<file path="src/rtl/rbuf_pkg.sv">
package rbuf_pkg;
  typedef enum logic [1:0] {
    SRC_NONE = 2'd0,
    SRC_RING = 2'd1,
    SRC_TEMP = 2'd2
  } src_e;
endpackage

</file>
<file path="src/rtl/rbuf_sync.sv">
module rbuf_sync #(
  parameter int   STAGES  = 2,
  parameter logic RST_VAL = 1'b0
) (
  input  logic clk,
  input  logic rst,
  input  logic d,
  output logic q
);
  logic [STAGES-1:0] chain;

  generate
    for (genvar i = 0; i < STAGES; i++) begin : g_stage
      if (i == 0) begin : g_first
        always_ff @(posedge clk) begin
          if (rst) chain[0] <= RST_VAL;
          else     chain[0] <= d;
        end
      end else begin : g_next
        always_ff @(posedge clk) begin
          if (rst) chain[i] <= RST_VAL;
          else     chain[i] <= chain[i-1];
        end
      end
    end
  endgenerate

  assign q = chain[STAGES-1];
endmodule

</file>
<file path="src/rtl/rbuf_ring.sv">
module rbuf_ring #(
  parameter int DEPTH = 16,
  parameter int DW    = 12,
  localparam int AW   = (DEPTH > 1) ? $clog2(DEPTH) : 1,
  localparam int CW   = $clog2(DEPTH + 1)
) (
  input  logic          clk,
  input  logic          rst,
  input  logic          wr_en,
  input  logic [DW-1:0] wr_data,
  input  logic          pop,
  output logic [DW-1:0] head,
  output logic [CW-1:0] count,
  output logic          empty,
  output logic          full
);
  localparam logic [AW-1:0] LAST_IDX = AW'(DEPTH - 1);
  localparam logic [CW-1:0] FULL_CNT = CW'(DEPTH);

  logic [DW-1:0] mem [DEPTH];
  logic [AW-1:0] wr_ptr, rd_ptr;
  logic          take;

  function automatic logic [AW-1:0] bump(input logic [AW-1:0] p);
    return (p == LAST_IDX) ? '0 : p + 1'b1;
  endfunction

  assign empty = (count == '0);
  assign full  = (count == FULL_CNT);
  assign take  = pop && !empty;
  assign head  = mem[rd_ptr];

  always_ff @(posedge clk) begin
    if (wr_en) mem[wr_ptr] <= wr_data;
  end

  always_ff @(posedge clk) begin
    if (rst) begin
      wr_ptr <= '0;
      rd_ptr <= '0;
      count  <= '0;
    end else begin
      if (wr_en) wr_ptr <= bump(wr_ptr);
      // on a full ring a write drops the oldest; a removal in the same
      // cycle drops that same slot, so the read side moves once either way
      if ((wr_en && full) || take) rd_ptr <= bump(rd_ptr);
      if (wr_en && !full && !take)      count <= count + 1'b1;
      else if (!wr_en && take)          count <= count - 1'b1;
    end
  end
endmodule

</file>
<file path="src/rtl/rbuf_temp.sv">
module rbuf_temp #(
  parameter int DW = 12
) (
  input  logic          clk,
  input  logic          rst,
  input  logic          wr_en,
  input  logic [DW-1:0] wr_data,
  input  logic          snap,
  input  logic          clr,
  output logic          valid,
  output logic [DW-1:0] data
);
  logic fresh;

  always_ff @(posedge clk) begin
    if (rst) begin
      valid <= 1'b0;
      fresh <= 1'b0;
      data  <= '0;
    end else if (wr_en) begin
      data  <= wr_data;
      valid <= 1'b1;
      fresh <= 1'b1;
    end else begin
      if (snap) fresh <= 1'b0;
      // a value written after the frame captured the slot survives the read
      if (clr && !fresh) valid <= 1'b0;
    end
  end
endmodule

</file>
<file path="src/rtl/rbuf_shifter.sv">
module rbuf_shifter #(
  parameter int WORD_W = 16,
  localparam int NW    = $clog2(WORD_W)
) (
  input  logic              clk,
  input  logic              rst,
  input  logic              frame_start,
  input  logic              frame_end,
  input  logic              bit_adv,
  input  logic [WORD_W-1:0] load_word,
  output logic              sdo,
  output logic              done
);
  localparam logic [NW-1:0] LAST_BIT = NW'(WORD_W - 1);

  logic [WORD_W-1:0] sh;
  logic [NW-1:0]     nfall;
  logic              in_frame, armed;

  assign done = in_frame && armed && bit_adv && (nfall == LAST_BIT);
  assign sdo  = in_frame && sh[WORD_W-1];

  always_ff @(posedge clk) begin
    if (rst) begin
      sh       <= '0;
      nfall    <= '0;
      in_frame <= 1'b0;
      armed    <= 1'b0;
    end else if (frame_start) begin
      sh       <= load_word;
      nfall    <= '0;
      in_frame <= 1'b1;
      armed    <= 1'b1;
    end else if (frame_end) begin
      in_frame <= 1'b0;
      armed    <= 1'b0;
    end else if (in_frame && bit_adv) begin
      sh <= {sh[WORD_W-2:0], 1'b0};
      if (armed) begin
        nfall <= nfall + 1'b1;
        if (nfall == LAST_BIT) armed <= 1'b0;
      end
    end
  end
endmodule

</file>
<file path="src/rtl/rbuf_top.sv">
module rbuf_top #(
  parameter int DEPTH    = 16,
  parameter int RES_W    = 10,
  parameter int SUB_W    = 2,
  parameter int WORD_W   = 16,
  parameter int SYNC_STG = 2,
  localparam int DW      = RES_W + SUB_W,
  localparam int CW      = $clog2(DEPTH + 1)
) (
  input  logic          clk,
  input  logic          rst,
  input  logic          cnv_valid,
  output logic          cnv_ready,
  input  logic [DW-1:0] cnv_data,
  input  logic          tmp_valid,
  output logic          tmp_ready,
  input  logic [DW-1:0] tmp_data,
  input  logic          cs_n,
  input  logic          sclk,
  output logic          sdo,
  output logic [CW-1:0] fill_count,
  output logic          empty
);
  import rbuf_pkg::*;

  localparam int PAD_W = WORD_W - DW;

  logic          cs_s, cs_d, sclk_s, sclk_d;
  logic          cs_fall, cs_rise, sclk_fall;
  logic          ring_wr, tmp_wr, ring_pop, tmp_clr, tmp_snap, word_done;
  logic          ring_full, tmp_pend;
  logic [DW-1:0] ring_head, tmp_word, pick;
  src_e          src_sel, src_q;

  assign cnv_ready = !rst;
  assign tmp_ready = !rst;
  assign ring_wr   = cnv_valid && cnv_ready;
  assign tmp_wr    = tmp_valid && tmp_ready;

  rbuf_sync #(.STAGES(SYNC_STG), .RST_VAL(1'b1)) u_cs_sync (
    .clk(clk), .rst(rst), .d(cs_n), .q(cs_s)
  );
  rbuf_sync #(.STAGES(SYNC_STG), .RST_VAL(1'b0)) u_sclk_sync (
    .clk(clk), .rst(rst), .d(sclk), .q(sclk_s)
  );

  always_ff @(posedge clk) begin
    if (rst) begin
      cs_d   <= 1'b1;
      sclk_d <= 1'b0;
    end else begin
      cs_d   <= cs_s;
      sclk_d <= sclk_s;
    end
  end

  assign cs_fall   = cs_d && !cs_s;
  assign cs_rise   = !cs_d && cs_s;
  assign sclk_fall = sclk_d && !sclk_s && !cs_s;

  always_comb begin
    if (tmp_pend) begin
      src_sel = SRC_TEMP;
      pick    = tmp_word;
    end else if (!empty) begin
      src_sel = SRC_RING;
      pick    = ring_head;
    end else begin
      src_sel = SRC_NONE;
      pick    = '0;
    end
  end

  always_ff @(posedge clk) begin
    if (rst)          src_q <= SRC_NONE;
    else if (cs_fall) src_q <= src_sel;
  end

  assign tmp_snap = cs_fall && (src_sel == SRC_TEMP);
  assign ring_pop = word_done && (src_q == SRC_RING);
  assign tmp_clr  = word_done && (src_q == SRC_TEMP);

  rbuf_ring #(.DEPTH(DEPTH), .DW(DW)) u_ring (
    .clk(clk), .rst(rst), .wr_en(ring_wr), .wr_data(cnv_data),
    .pop(ring_pop), .head(ring_head), .count(fill_count),
    .empty(empty), .full(ring_full)
  );

  rbuf_temp #(.DW(DW)) u_temp (
    .clk(clk), .rst(rst), .wr_en(tmp_wr), .wr_data(tmp_data),
    .snap(tmp_snap), .clr(tmp_clr), .valid(tmp_pend), .data(tmp_word)
  );

  rbuf_shifter #(.WORD_W(WORD_W)) u_shift (
    .clk(clk), .rst(rst), .frame_start(cs_fall), .frame_end(cs_rise),
    .bit_adv(sclk_fall), .load_word({{PAD_W{1'b0}}, pick}),
    .sdo(sdo), .done(word_done)
  );
endmodule

</file>
<file path="config.mk">
export PLATFORM = sky130hd
export DESIGN_NAME = rbuf_top
export DESIGN_NICKNAME = d
export VERILOG_FILES = /design/src/rtl/rbuf_pkg.sv /design/src/rtl/rbuf_sync.sv /design/src/rtl/rbuf_ring.sv /design/src/rtl/rbuf_temp.sv /design/src/rtl/rbuf_shifter.sv /design/src/rtl/rbuf_top.sv
export SDC_FILE = /design/constraint.sdc
export NUM_CORES = 1
export LEC_CHECK = 0
export BUFFER_PORTS_ARGS = -buffer_cell sky130_fd_sc_hd__buf_2
export CORE_MARGIN = 2
export CORE_UTILIZATION = 60
export DETAILED_ROUTE_END_ITERATION = 10
export GPL_TIMING_DRIVEN = 1
export HOLD_SLACK_MARGIN = 0.08
export PLACE_DENSITY_LB_ADDON = 0.3
export SLEW_MARGIN = 30
export SYNTH_ARGS = -nofsm -noshare
export SYNTH_HDL_FRONTEND = slang
export SYNTH_HIERARCHICAL = 1
export SYNTH_SLANG_ARGS = --single-unit
</file>
<file path="constraint.sdc">
create_clock -name clk -period 3.9 [get_ports clk]
set_clock_uncertainty 0.2 [all_clocks]
set_input_delay 0.195 -clock clk [delete_from_list [all_inputs] [get_ports clk]]
set_output_delay 0.195 -clock clk [all_outputs]
set_load 0.02 [all_outputs]
</file>
==> key figures, run 1 <==
Hold path
  – Hold path start: cnv_valid
  – Hold path cells: 5
  – Worst Hold Path EP: u_ring/wr_ptr[1]$_SDFFE_PP0P_
  – Hold Crit Class: in -> reg

Place
  – Dpl cells: 869
  – Cell Area, Placed: about 11000 um^2
  – # port buffers: 38
  – DP Worst Slack: 0.395 ns
  – HPWL Detailed: 12700 um
  – RePlAce Congestion: 0.748

Floorplanning
  – Die Y-Extent: 135 um
  – Standard-cell rows: 47
  – Die area: around 18000 um^2
  – Core Region: around 17000 um^2
  – # IOs: 39
  – Starting Density: 61.7%
  – Chip width: 135 um

Power
  – Clock share of power: 35.9%
  – Switch share: roughly 25%
  – Comb pwr share: between 10% and 20%
  – Power Dens Cells: ~540 nW/um^2
  – Power Internal: 4.71 mW
  – Overall Power: approximately 6.3 mW
  – Peak VDD IR: 548 uV
  – NetSw: 1.56 mW
  – P_leak: 3.96 nW
  – Sequential power share: just under 50%

Timing
  – Fmax: 0.279 GHz
  – Worst Max-Slew Pin Slew: 0.929 ns
  – Setup violation total in the final timing report: 0
  – Final WS setup: 0.320 ns
  – Worst slew margin: approximately two fifths
  – Minimum clock period: 3.58 ns
  – Setup TNS: 0 ns
  – Final clock period utilization by the worst path: between 90% and 100%
  – RSZ-0062 raised after global routing: no
  – Final hold slack: roughly 0.11 ns
  – Hold Violations, Final: 0
  – Max Slew Vio Count: 0

Global route
  – First-pass GRT wire length: 33600 um
  – Gr ovfl total: 0
  – Number of global-route vias before repair: 6078
  – Initial antenna violation count: 0
  – Total Routing Usage GR: about 25%
  – Largest net degree at the start of global routing: 63

CTS
  – Clock root buffer: clkbuf_16
  – CTS tree: done
  – Setup Buffers After CTS: 0
  – Worst-path clk slew: roughly 0.06 ns
  – Max Root-Sink Buffers: 3
  – Total clock sinks: 253
  – Num CTS Buffers: 25
  – Clock Latency Late Sink: about 0.51 ns
  – H-tree Lvls: 1

Setup path
  – CP arrival: about 3.8 ns
  – R2r worst-path depth: 14
  – Maximum fanout along the worst path: 7
  – CP Class: reg -> reg
  – Worst-path cell chain: nor3b_1, buf_4, and4_2, and3_1, nand2_1, nor2_1, nor2b_1, mux2i_2, clkinv_4, fa_1, nand2b_1, a21oi_1, mux2i_1, nand4_1
  – RR Startpoint: u_cs_sync/q$_SDFF_PP1_
  – Slowest stage delay, CP: 0.45 ns
  – Crit end category: flop
  – WP buf/inv: 2
  – R2r setup slk: 0.32 ns
  – Critical-path top delay cell: mux2i_2
  – Delay-heaviest family, CP: simple AND/OR/NAND/NOR gates
  – Critical Path Source Type: flop
  – CP required: 4.08 ns
  – Critical R2R Capture: u_ring/count[4]$_SDFFE_PP0P_

Logic synthesis
  – Mapped Area: between 10000 and 15000 um^2
  – Yosys Warn Count: 6
  – Syn_area_per_cell: 16.4 um^2
  – Gate Count Post-Synth: 629

Detailed routing
  – DRC viols: 0
  – Drt total wl: around 22000 um
  – DR iter-0 viols: 591
  – Post-DR wirelength/cell: 22.9 um
  – Via Count: 5871
  – Via/cell ratio: 6.25
  – Drt pass-1 iters: 5
  – Final ANT Viol Nets: 0

Finish
  – Most frequent cells in the layout: edfxtp_1, dfxtp_1, mux4_2, nor2_1, buf_2
  – Most common cell after layout, fill and taps aside: edfxtp_1
  – Multi-input logic area: a little over 3000 um^2
  – Fin cells: 939
  – Core Util, Final: 70.1%
  – Fill cell count: 1065
  – Area delta synth->final: 13.6%
  – Ant diodes: 0
  – Layout net count: 743
  – Storage cell area: 6990 um^2
  – Cell area after layout: 11700 um^2
  – Share of layout cells above drive strength 1: 23.4%

Status
  – Status: finished clean

Run
  – Max Cap Viol: 0
[per-layer routing]
metal	global-route usage, %	share of wire (%)	routed length, um
met5	0	0	0
met4	7.47	2.9	631
met3	4.50	6.3	1360
met2	41.5	51	10900
met1	33.1	40	8650
[timing repair]
| item | CTS | global route |
|---|---|---|
| hold buffers | 27 | 0 |
| hold endpoints to repair | 209 | 0 |
| resized for setup | 0 | 0 |
[registers in the layout, summed over array words and instances, names as in the netlist, 2 cells and up, named ones only]
name           cells
src_q              2
u_ring/count       5
u_ring/mem       192
u_ring/rd_ptr      4
u_ring/wr_ptr      4
u_shift/nfall      4
u_shift/sh        16
u_temp/data       12
[area by class of cell]
class	count	share of cell area, %
Sequential cell	253	59.7
Clock inverter	11	0.662
Tap cell	220	2.35
Timing Repair Buffer	76	4.74
Clock buffer	32	5.91
Multi-Input combinational cell	335	26.2
Inverter	12	0.427
[worst reg2reg max path, delay by kind of cell, from the launching register on]
family / cells / cell delay [ns]
simple gates: 8 / 1.21
mux: 2 / 0.68
fa+ha+maj: 1 / 0.42
flops: 1 / 0.34
buf+inv: 2 / 0.32
compound gates: 1 / 0.28
[power by group through the flow]
stage                     Combinational [mW]  Clock (mW)  Sequential [mW]
after global placement                 0.891           0             3.11
after global routing                    1.05        2.38             3.08
after detailed placement               0.928           0             3.12
after floorplan                        0.738           0             3.09
final                                  0.962        2.25             3.06
after CTS                              0.961        2.28             3.06
[worst max-delay path by stage]
stage | startpoint | endpoint | slack (ns) | cells after the start
after floorplan | u_cs_sync/q$_SDFF_PP1_ | u_ring/count[4]$_SDFFE_PP0P_ | 0.52 | 13
after global placement | u_cs_sync/q$_SDFF_PP1_ | u_ring/count[4]$_SDFFE_PP0P_ | 0.57 | 14
after detailed placement | u_cs_sync/q$_SDFF_PP1_ | u_ring/count[4]$_SDFFE_PP0P_ | 0.40 | 14
after CTS | u_cs_sync/q$_SDFF_PP1_ | u_ring/count[4]$_SDFFE_PP0P_ | 0.37 | 14
after global routing | u_cs_sync/q$_SDFF_PP1_ | u_ring/count[4]$_SDFFE_PP0P_ | 0.08 | 14
final | u_cs_sync/q$_SDFF_PP1_ | u_ring/count[4]$_SDFFE_PP0P_ | 0.32 | 14
No activity file was read; power rests on OpenSTA's default activity.
==> run 2: changes to the inputs <==
Settings changed: CTS_BUF_LIST from default to sky130_fd_sc_hd__clkbuf_8.
==> run 2 against run 1 <==
Cell area is 0.37% higher. Critical path type unchanged. Count of clock-buffer cells in the layout is 13 higher. Largest power group unchanged. Register-to-register slack hardly changed. Via count is 0.68% higher.
==> key figures, run 2 (synthesized netlist as in run 1, its figures left out) <==
Status
  – Status: finished clean

Floorplanning
  – Die area: 18300 um^2 (unchanged)
  – # IOs: 39 (unchanged)
  – Starting Density: 61.7% (unchanged)
  – Core Region: 16700 um^2 (unchanged)
  – Standard-cell rows: 47 (unchanged)
  – Die Y-Extent: 135 um (unchanged)
  – Chip width: 135 um (unchanged)

CTS
  – Setup Buffers After CTS: 0 (unchanged)
  – Total clock sinks: 253 (unchanged)
  – Clock root buffer: clkbuf_8
  – Max Root-Sink Buffers: 3 (unchanged)
  – CTS tree: done
  – Num CTS Buffers: 41 (+64%)
  – CTS resizes: 0 (unchanged)
  – Clock Latency Late Sink: 0.53 ns (+0.02 ns)
  – H-tree Lvls: 2 (+1)
  – Worst-path clk slew: 0.06 ns (about the same)

Hold path
  – Hold Crit Class: reg -> reg
  – Hold path start: u_cs_sync/chain[0]$_SDFF_PP1_
  – Hold path cells: 1 (-4)

Power
  – Comb pwr share: 15.5% (+0.2 points)
  – Switch share: 25.8% (+0.87 points)
  – NetSw: 1.60 mW (+2.2%)
  – Peak VDD IR: 367 uV (-33%)
  – Overall Power: 6.19 mW (-1.3%)
  – Power Internal: 4.60 mW (-2.4%)
  – Clock share of power: 35.1% (-0.8 points)
  – Sequential power share: 49.4% (+0.6 points)
  – Power Dens Cells: 527 nW/um^2 (-1.6%)
  – P_leak: 4.06 nW (+2.4%)

Finish
  – Register with the most flip-flops: u_ring/mem
  – Share of layout cells above drive strength 1: 24.6% (+1.2 points)
  – Number of flip-flops in the largest register: 192 (unchanged)
  – Area delta synth->final: 14.0%
  – Ant diodes: 0 (unchanged)
  – Most frequent cells in the layout: edfxtp_1, dfxtp_1, mux4_2, nor2_1, clkbuf_8
  – Most common cell after layout, fill and taps aside: edfxtp_1
  – Core Util, Final: 70.4% (+0.26 points)
  – Largest regs: u_ring/mem: 192 flops, u_shift/sh: 16 flops, u_temp/data: 12 flops
  – Fill cell count: 1069 (+0.38%)
  – Layout net count: 761 (+2.4%)

Detailed routing
  – Via/cell ratio: 6.08 (-2.8%)
  – DRC viols: 0 (unchanged)
  – DR iter-0 viols: 561 (-5.1%)
  – Via Count: 5911 (+0.68%)
  – Post-DR wirelength/cell: 21.9 um (-4.2%)
  – Drt pass-1 iters: 5 (unchanged)
  – Final ANT Viol Nets: 0 (unchanged)
  – Drt total wl: 21300 um (-0.76%)

Place
  – RePlAce Congestion: 0.748 (unchanged)
  – # port buffers: 38 (unchanged)
  – HPWL Detailed: 12700 um (unchanged)

Setup path
  – Worst-path cell chain: nor3b_1, buf_4, and4_2, and3_1, nand2_1, nor2_1, nor2b_1, mux2i_2, clkinv_4, fa_1, nand2b_1, a21oi_1, mux2i_1, nand4_1
  – CP Class: reg -> reg
  – Critical R2R Capture: u_ring/count[4]$_SDFFE_PP0P_
  – Crit. path cell count: 14 (unchanged)
  – CP arrival: 3.77 ns (about the same)
  – CP Launch Point: u_cs_sync/q$_SDFF_PP1_
  – CP required: 4.11 ns (+0.03 ns)
  – Delay-heaviest family, CP: simple AND/OR/NAND/NOR gates
  – Critical Path Source Type: flop
  – R2r worst-path depth: 14 (unchanged)
  – Worst setup path endpoint: u_ring/count[4]$_SDFFE_PP0P_
  – Maximum fanout along the worst path: 7 (unchanged)
  – RR Startpoint: u_cs_sync/q$_SDFF_PP1_
  – Critical-path top delay cell: mux2i_2
  – WP buf/inv: 2 (unchanged)
  – Crit end category: flop
  – R2r setup slk: 0.33 ns (about the same)
  – Slowest stage delay, CP: 0.45 ns (about the same)

Global route
  – Largest net degree at the start of global routing: 63 (unchanged)
  – Gr ovfl total: 0 (unchanged)
  – Initial antenna violation count: 0 (unchanged)
  – Number of global-route vias before repair: 6182 (+1.7%)
  – First-pass GRT wire length: 33600 um (-0.14%)
  – Total Routing Usage GR: 24.8% (+0.18 points)

Timing
  – Minimum clock period: 3.57 ns (-0.0132 ns)
  – Fmax: 0.280 GHz (+0.37%)
  – Setup TNS: 0 ns (unchanged)
  – Worst Max-Slew Pin Slew: 0.926 ns (-0.00251 ns)
  – Max Slew Vio Count: 0 (unchanged)
  – Hold Violations, Final: 0 (unchanged)
  – Worst slew margin: 38.2% (+0.17 points)
  – Final clock period utilization by the worst path: 91.4% (-0.34 points)
  – RSZ-0062 raised after global routing: no
  – Setup violation total in the final timing report: 0 (unchanged)

Run
  – Max Cap Viol: 0 (unchanged)
## run 2: cell types whose count changed in the layout (fill, tap and decap cells not counted), sizes merged
| cell | before | now |
|---|---|---|
| dlygate4sd3 | 27 | 29 |
| clkinv | 10 | 13 |
| inv | 11 | 26 |
| bufinv | 1 | 2 |
| clkbuf | 32 | 45 |
## run 2: cell type report
| type | count | area, um^2 | share of cell area, % |
|---|---|---|---|
| Clock buffer | 45 | 619 | 5.27 |
| Clock inverter | 30 | 174 | 1.48 |
| Inverter | 12 | 50.0 | 0.426 |
| Multi-Input combinational cell | 335 | 3070 | 26.1 |
| Sequential cell | 253 | 6990 | 59.5 |
| Tap cell | 220 | 275 | 2.34 |
| Timing Repair Buffer | 78 | 576 | 4.90 |
## run 2: power groups by stage
stage	Combinational [mW]	Sequential, mW	Clock, mW
floorplan	0.738	3.09	0
global placement	0.891	3.11	0
detailed placement	0.928	3.12	0
CTS	0.957	3.07	2.22
global route	1.05	3.08	2.34
finish	0.957	3.06	2.17
## run 2: routing by layer
metal	part of all wire, %	vias up	wire (um)	track usage [%]
li1	-	2666	-	-
met1	41	2996	8680	33.5
met2	50	210	10700	40.1
met3	7.0	39	1500	5.22
met4	2.3	0	501	9.61
met5	0	-	0	0
## run 2: how the worst min path moves through the flow
stage | end | slack, ns
final | u_cs_sync/q$_SDFF_PP1_ | 0.22
after global routing | u_cs_sync/chain[0]$_SDFF_PP1_ | 0.22
after CTS | u_cs_sync/chain[0]$_SDFF_PP1_ | 0.17
after detailed placement | u_cs_sync/chain[0]$_SDFF_PP1_ | 0.19
after global placement | u_cs_sync/chain[0]$_SDFF_PP1_ | 0.18
after floorplan | u_temp/fresh$_SDFFE_PP0P_ | 0.06
## run 2: metrics by stage
stage	worst slack, ns	area [um^2]	hold WS [ns]	std cells
6_report	0.333	11800	0.223	973
3_5_place_dp	0.395	10700	0.192	869
5_1_grt	0.121	11800	0.224	973
3_3_place_gp	0.571	10700	0.179	869
4_1_cts	0.389	11800	0.170	973
2_1_floorplan	0.521	10300	0.0641	632
## run 2: repair_timing
item / in CTS / in global routing
hold buffers: 29 / 0
hold endpoints to repair: 210 / 0
endpoints found under the setup margin: 0 / 0
==> run 3: changes to the inputs <==
Settings changed: CELL_PAD_IN_SITES_DETAIL_PLACEMENT from default to 1, CELL_PAD_IN_SITES_GLOBAL_PLACEMENT from default to 1, CORE_UTILIZATION 60 to 53, CTS_BUF_LIST sky130_fd_sc_hd__clkbuf_8 to default.
==> run 3 against run 2 <==
Sequential power about the same. Combinational power up 2.8%. Fmax up 0.82%. Setup slack better by 0.029 ns. Non-clock buffer count down 2. Critical endpoint unchanged. Sequential cell count unchanged. Global-route usage down 1.6 points. Highest routed layer unchanged. Cell area up 1.5%. Sequential share of layout area down 0.90 points. First-iteration DRC count down 25%. Count of clock-buffer cells in the layout down 16.
==> key figures, run 3 (synthesized netlist as in run 1, its figures left out) <==
Global route
  – First-pass GRT wire length: 35700 um (+6.2%)
  – Number of global-route vias before repair: 6254 (+1.2%)
  – Total Routing Usage GR: 23.2% (-1.6 points)
  – Initial antenna violation count: 0 (unchanged)
  – Gr ovfl total: 0 (unchanged)
  – Largest net degree at the start of global routing: 63 (unchanged)

Detailed routing
  – Via/cell ratio: 5.89 (-3.0%)
  – Post-DR wirelength/cell: 23.4 um (+6.9%)
  – Drt total wl: 23200 um (+8.7%)
  – DR iter-0 viols: 418 (-25%)
  – DRC viols: 0 (unchanged)
  – Drt pass-1 iters: 5 (unchanged)
  – Final ANT Viol Nets: 0 (unchanged)
  – Via Count: 5829 (-1.4%)

Hold path
  – Hold Crit Class: in -> reg

Timing
  – Max Slew Vio Count: 0 (unchanged)
  – Minimum clock period: 3.54 ns (-0.0291 ns)
  – Setup TNS: 0 ns (unchanged)
  – RSZ-0062 raised after global routing: no
  – Worst Max-Slew Pin Slew: 0.875 ns (-0.0515 ns)
  – Setup violation total in the final timing report: 0 (unchanged)
  – Final clock period utilization by the worst path: 90.7% (-0.75 points)
  – Hold Violations, Final: 0 (unchanged)
  – Fmax: 0.283 GHz (+0.82%)
  – Worst slew margin: 41.7% (+3.4 points)

Setup path
  – Critical Path Source Type: flop
  – Crit end category: flop
  – CP Class: reg -> reg
  – CP arrival: 3.73 ns (-0.04 ns)
  – Maximum fanout along the worst path: 7 (unchanged)
  – CP required: 4.09 ns (-0.02 ns)

Finish
  – Most frequent cells in the layout: edfxtp_1, dfxtp_1, mux4_2, nor2_1, buf_2
  – Most common cell after layout, fill and taps aside: edfxtp_1
  – Ant diodes: 0 (unchanged)
  – Largest regs: u_ring/mem: 192 flops, u_shift/sh: 16 flops, u_temp/data: 12 flops
  – Share of layout cells above drive strength 1: 24.2% (-0.40 points)
  – Number of flip-flops in the largest register: 192 (unchanged)
  – Area delta synth->final: 15.7%
  – Layout net count: 744 (-2.2%)
  – Register with the most flip-flops: u_ring/mem
  – Cell area after layout: 11900 um^2 (+1.5%)

Place
  – # port buffers: 38 (unchanged)
  – RePlAce Congestion: 0.774 (+3.5%)
  – HPWL Detailed: 14100 um (+10%)
  – Cell Area, Placed: 10700 um^2 (+0.46%)

Floorplanning
  – Starting Density: 53.5% (-8.2 points)
  – Core Region: 19300 um^2 (+15%)
  – Die area: 20600 um^2 (+13%)
  – Chip width: 143 um (+6.2%)
  – # IOs: 39 (unchanged)
  – Die Y-Extent: 143 um (+6.2%)
  – Standard-cell rows: 51 (+8.5%)

CTS
  – Worst-path clk slew: 0.06 ns (about the same)
  – Clock root buffer: clkbuf_16
  – Setup Buffers After CTS: 0 (unchanged)
  – Max Root-Sink Buffers: 3 (unchanged)
  – Clock Latency Late Sink: 0.54 ns (about the same)
  – H-tree Lvls: 1 (-1)
  – CTS tree: done
  – Total clock sinks: 253 (unchanged)
  – Num CTS Buffers: 26 (-37%)

Power
  – Power Dens Cells: 560 nW/um^2 (+6.4%)
  – P_leak: 4.02 nW (-0.76%)
  – Peak VDD IR: 370 uV (+0.70%)

Run
  – Max Cap Viol: 0 (unchanged)

Status
  – Status: finished clean
run 3: cell count changes in the layout (fill, tap and decap cells not counted):
cell / before / now
buf_4: 10 / 9
bufinv_16: 2 / 6
clkbuf_1: 0 / 3
clkbuf_16: 0 / 26
clkbuf_8: 45 / 0
clkinv_1: 8 / 3
clkinv_2: 4 / 6
clkinv_8: 0 / 1
clkinvlp_4: 1 / 4
dlygate4sd3_1: 29 / 28
inv_1: 25 / 9
mux2i_2: 1 / 0
mux2i_4: 0 / 1
run 3: worst max-delay path: stages (launching register included):
cell and delay [ns]:
dfxtp_1 0.35, nor3b_1 0.22, buf_4 0.17, and4_2 0.24
and3_1 0.18, nand2_1 0.06, nor2_1 0.21, nor2b_1 0.13
mux2i_4 0.32, clkinv_4 0.13, fa_1 0.43, nand2b_1 0.18
a21oi_1 0.24, mux2i_1 0.23, nand4_1 0.12
run 3: area by class of cell:
type | instances | area (um^2)
Fill cell | 1758 | 7330
Clock inverter | 19 | 264
Multi-Input combinational cell | 335 | 3080
Inverter | 12 | 50.0
Timing Repair Buffer | 76 | 558
Clock buffer | 29 | 662
Tap cell | 265 | 332
Sequential cell | 253 | 6990
run 3: final timing paths:
kind	startpoint	endpoint	slack (ns)	cells after the start
max	u_cs_sync/q$_SDFF_PP1_	u_ring/count[4]$_SDFFE_PP0P_	0.36	14
min	cnv_valid	u_ring/wr_ptr[1]$_SDFFE_PP0P_	0.14	5
min reg2reg	u_cs_sync/chain[0]$_SDFF_PP1_	u_cs_sync/q$_SDFF_PP1_	0.21	1
max reg2reg	u_cs_sync/q$_SDFF_PP1_	u_ring/count[4]$_SDFFE_PP0P_	0.36	14
run 3: stage by stage:
stage          hold WS [ns]  instances  power [mW]  worst slack [ns]  utilization [%]
2_1_floorplan        0.0641        632        3.83             0.521                -
3_3_place_gp          0.174        913        4.02             0.447             55.6
3_5_place_dp          0.185        913        4.07             0.299             55.6
4_1_cts               0.122        989        6.74             0.230             61.9
5_1_grt               0.147        989        6.93            0.0913             61.9
6_report              0.137        989        6.69             0.363             61.9
run 3: repair_timing:
action	in CTS	in global routing
endpoints found under the hold margin	209	0
resized for setup	0	1
setup endpoints to repair	0	1
hold buffers	28	0
run 3: report_power, final:
part / internal, mW / switching (mW) / leakage (nW)
registers: 2.96 / 0.104 / 2.23
clock network: 1.62 / 1.02 / 0.443
logic: 0.452 / 0.531 / 1.35
total: 5.03 / 1.65 / 4.02
run 3: per-layer routing:
metal | up-vias | wire length, um | part of all wire, % | global-route usage (%)
met5 | - | 0 | 0 | 0
met4 | 0 | 669 | 2.9 | 8.41
met3 | 45 | 1250 | 5.4 | 4.00
met2 | 167 | 11900 | 51 | 40.1
met1 | 3005 | 9410 | 41 | 29.6
li1 | 2612 | - | - | -
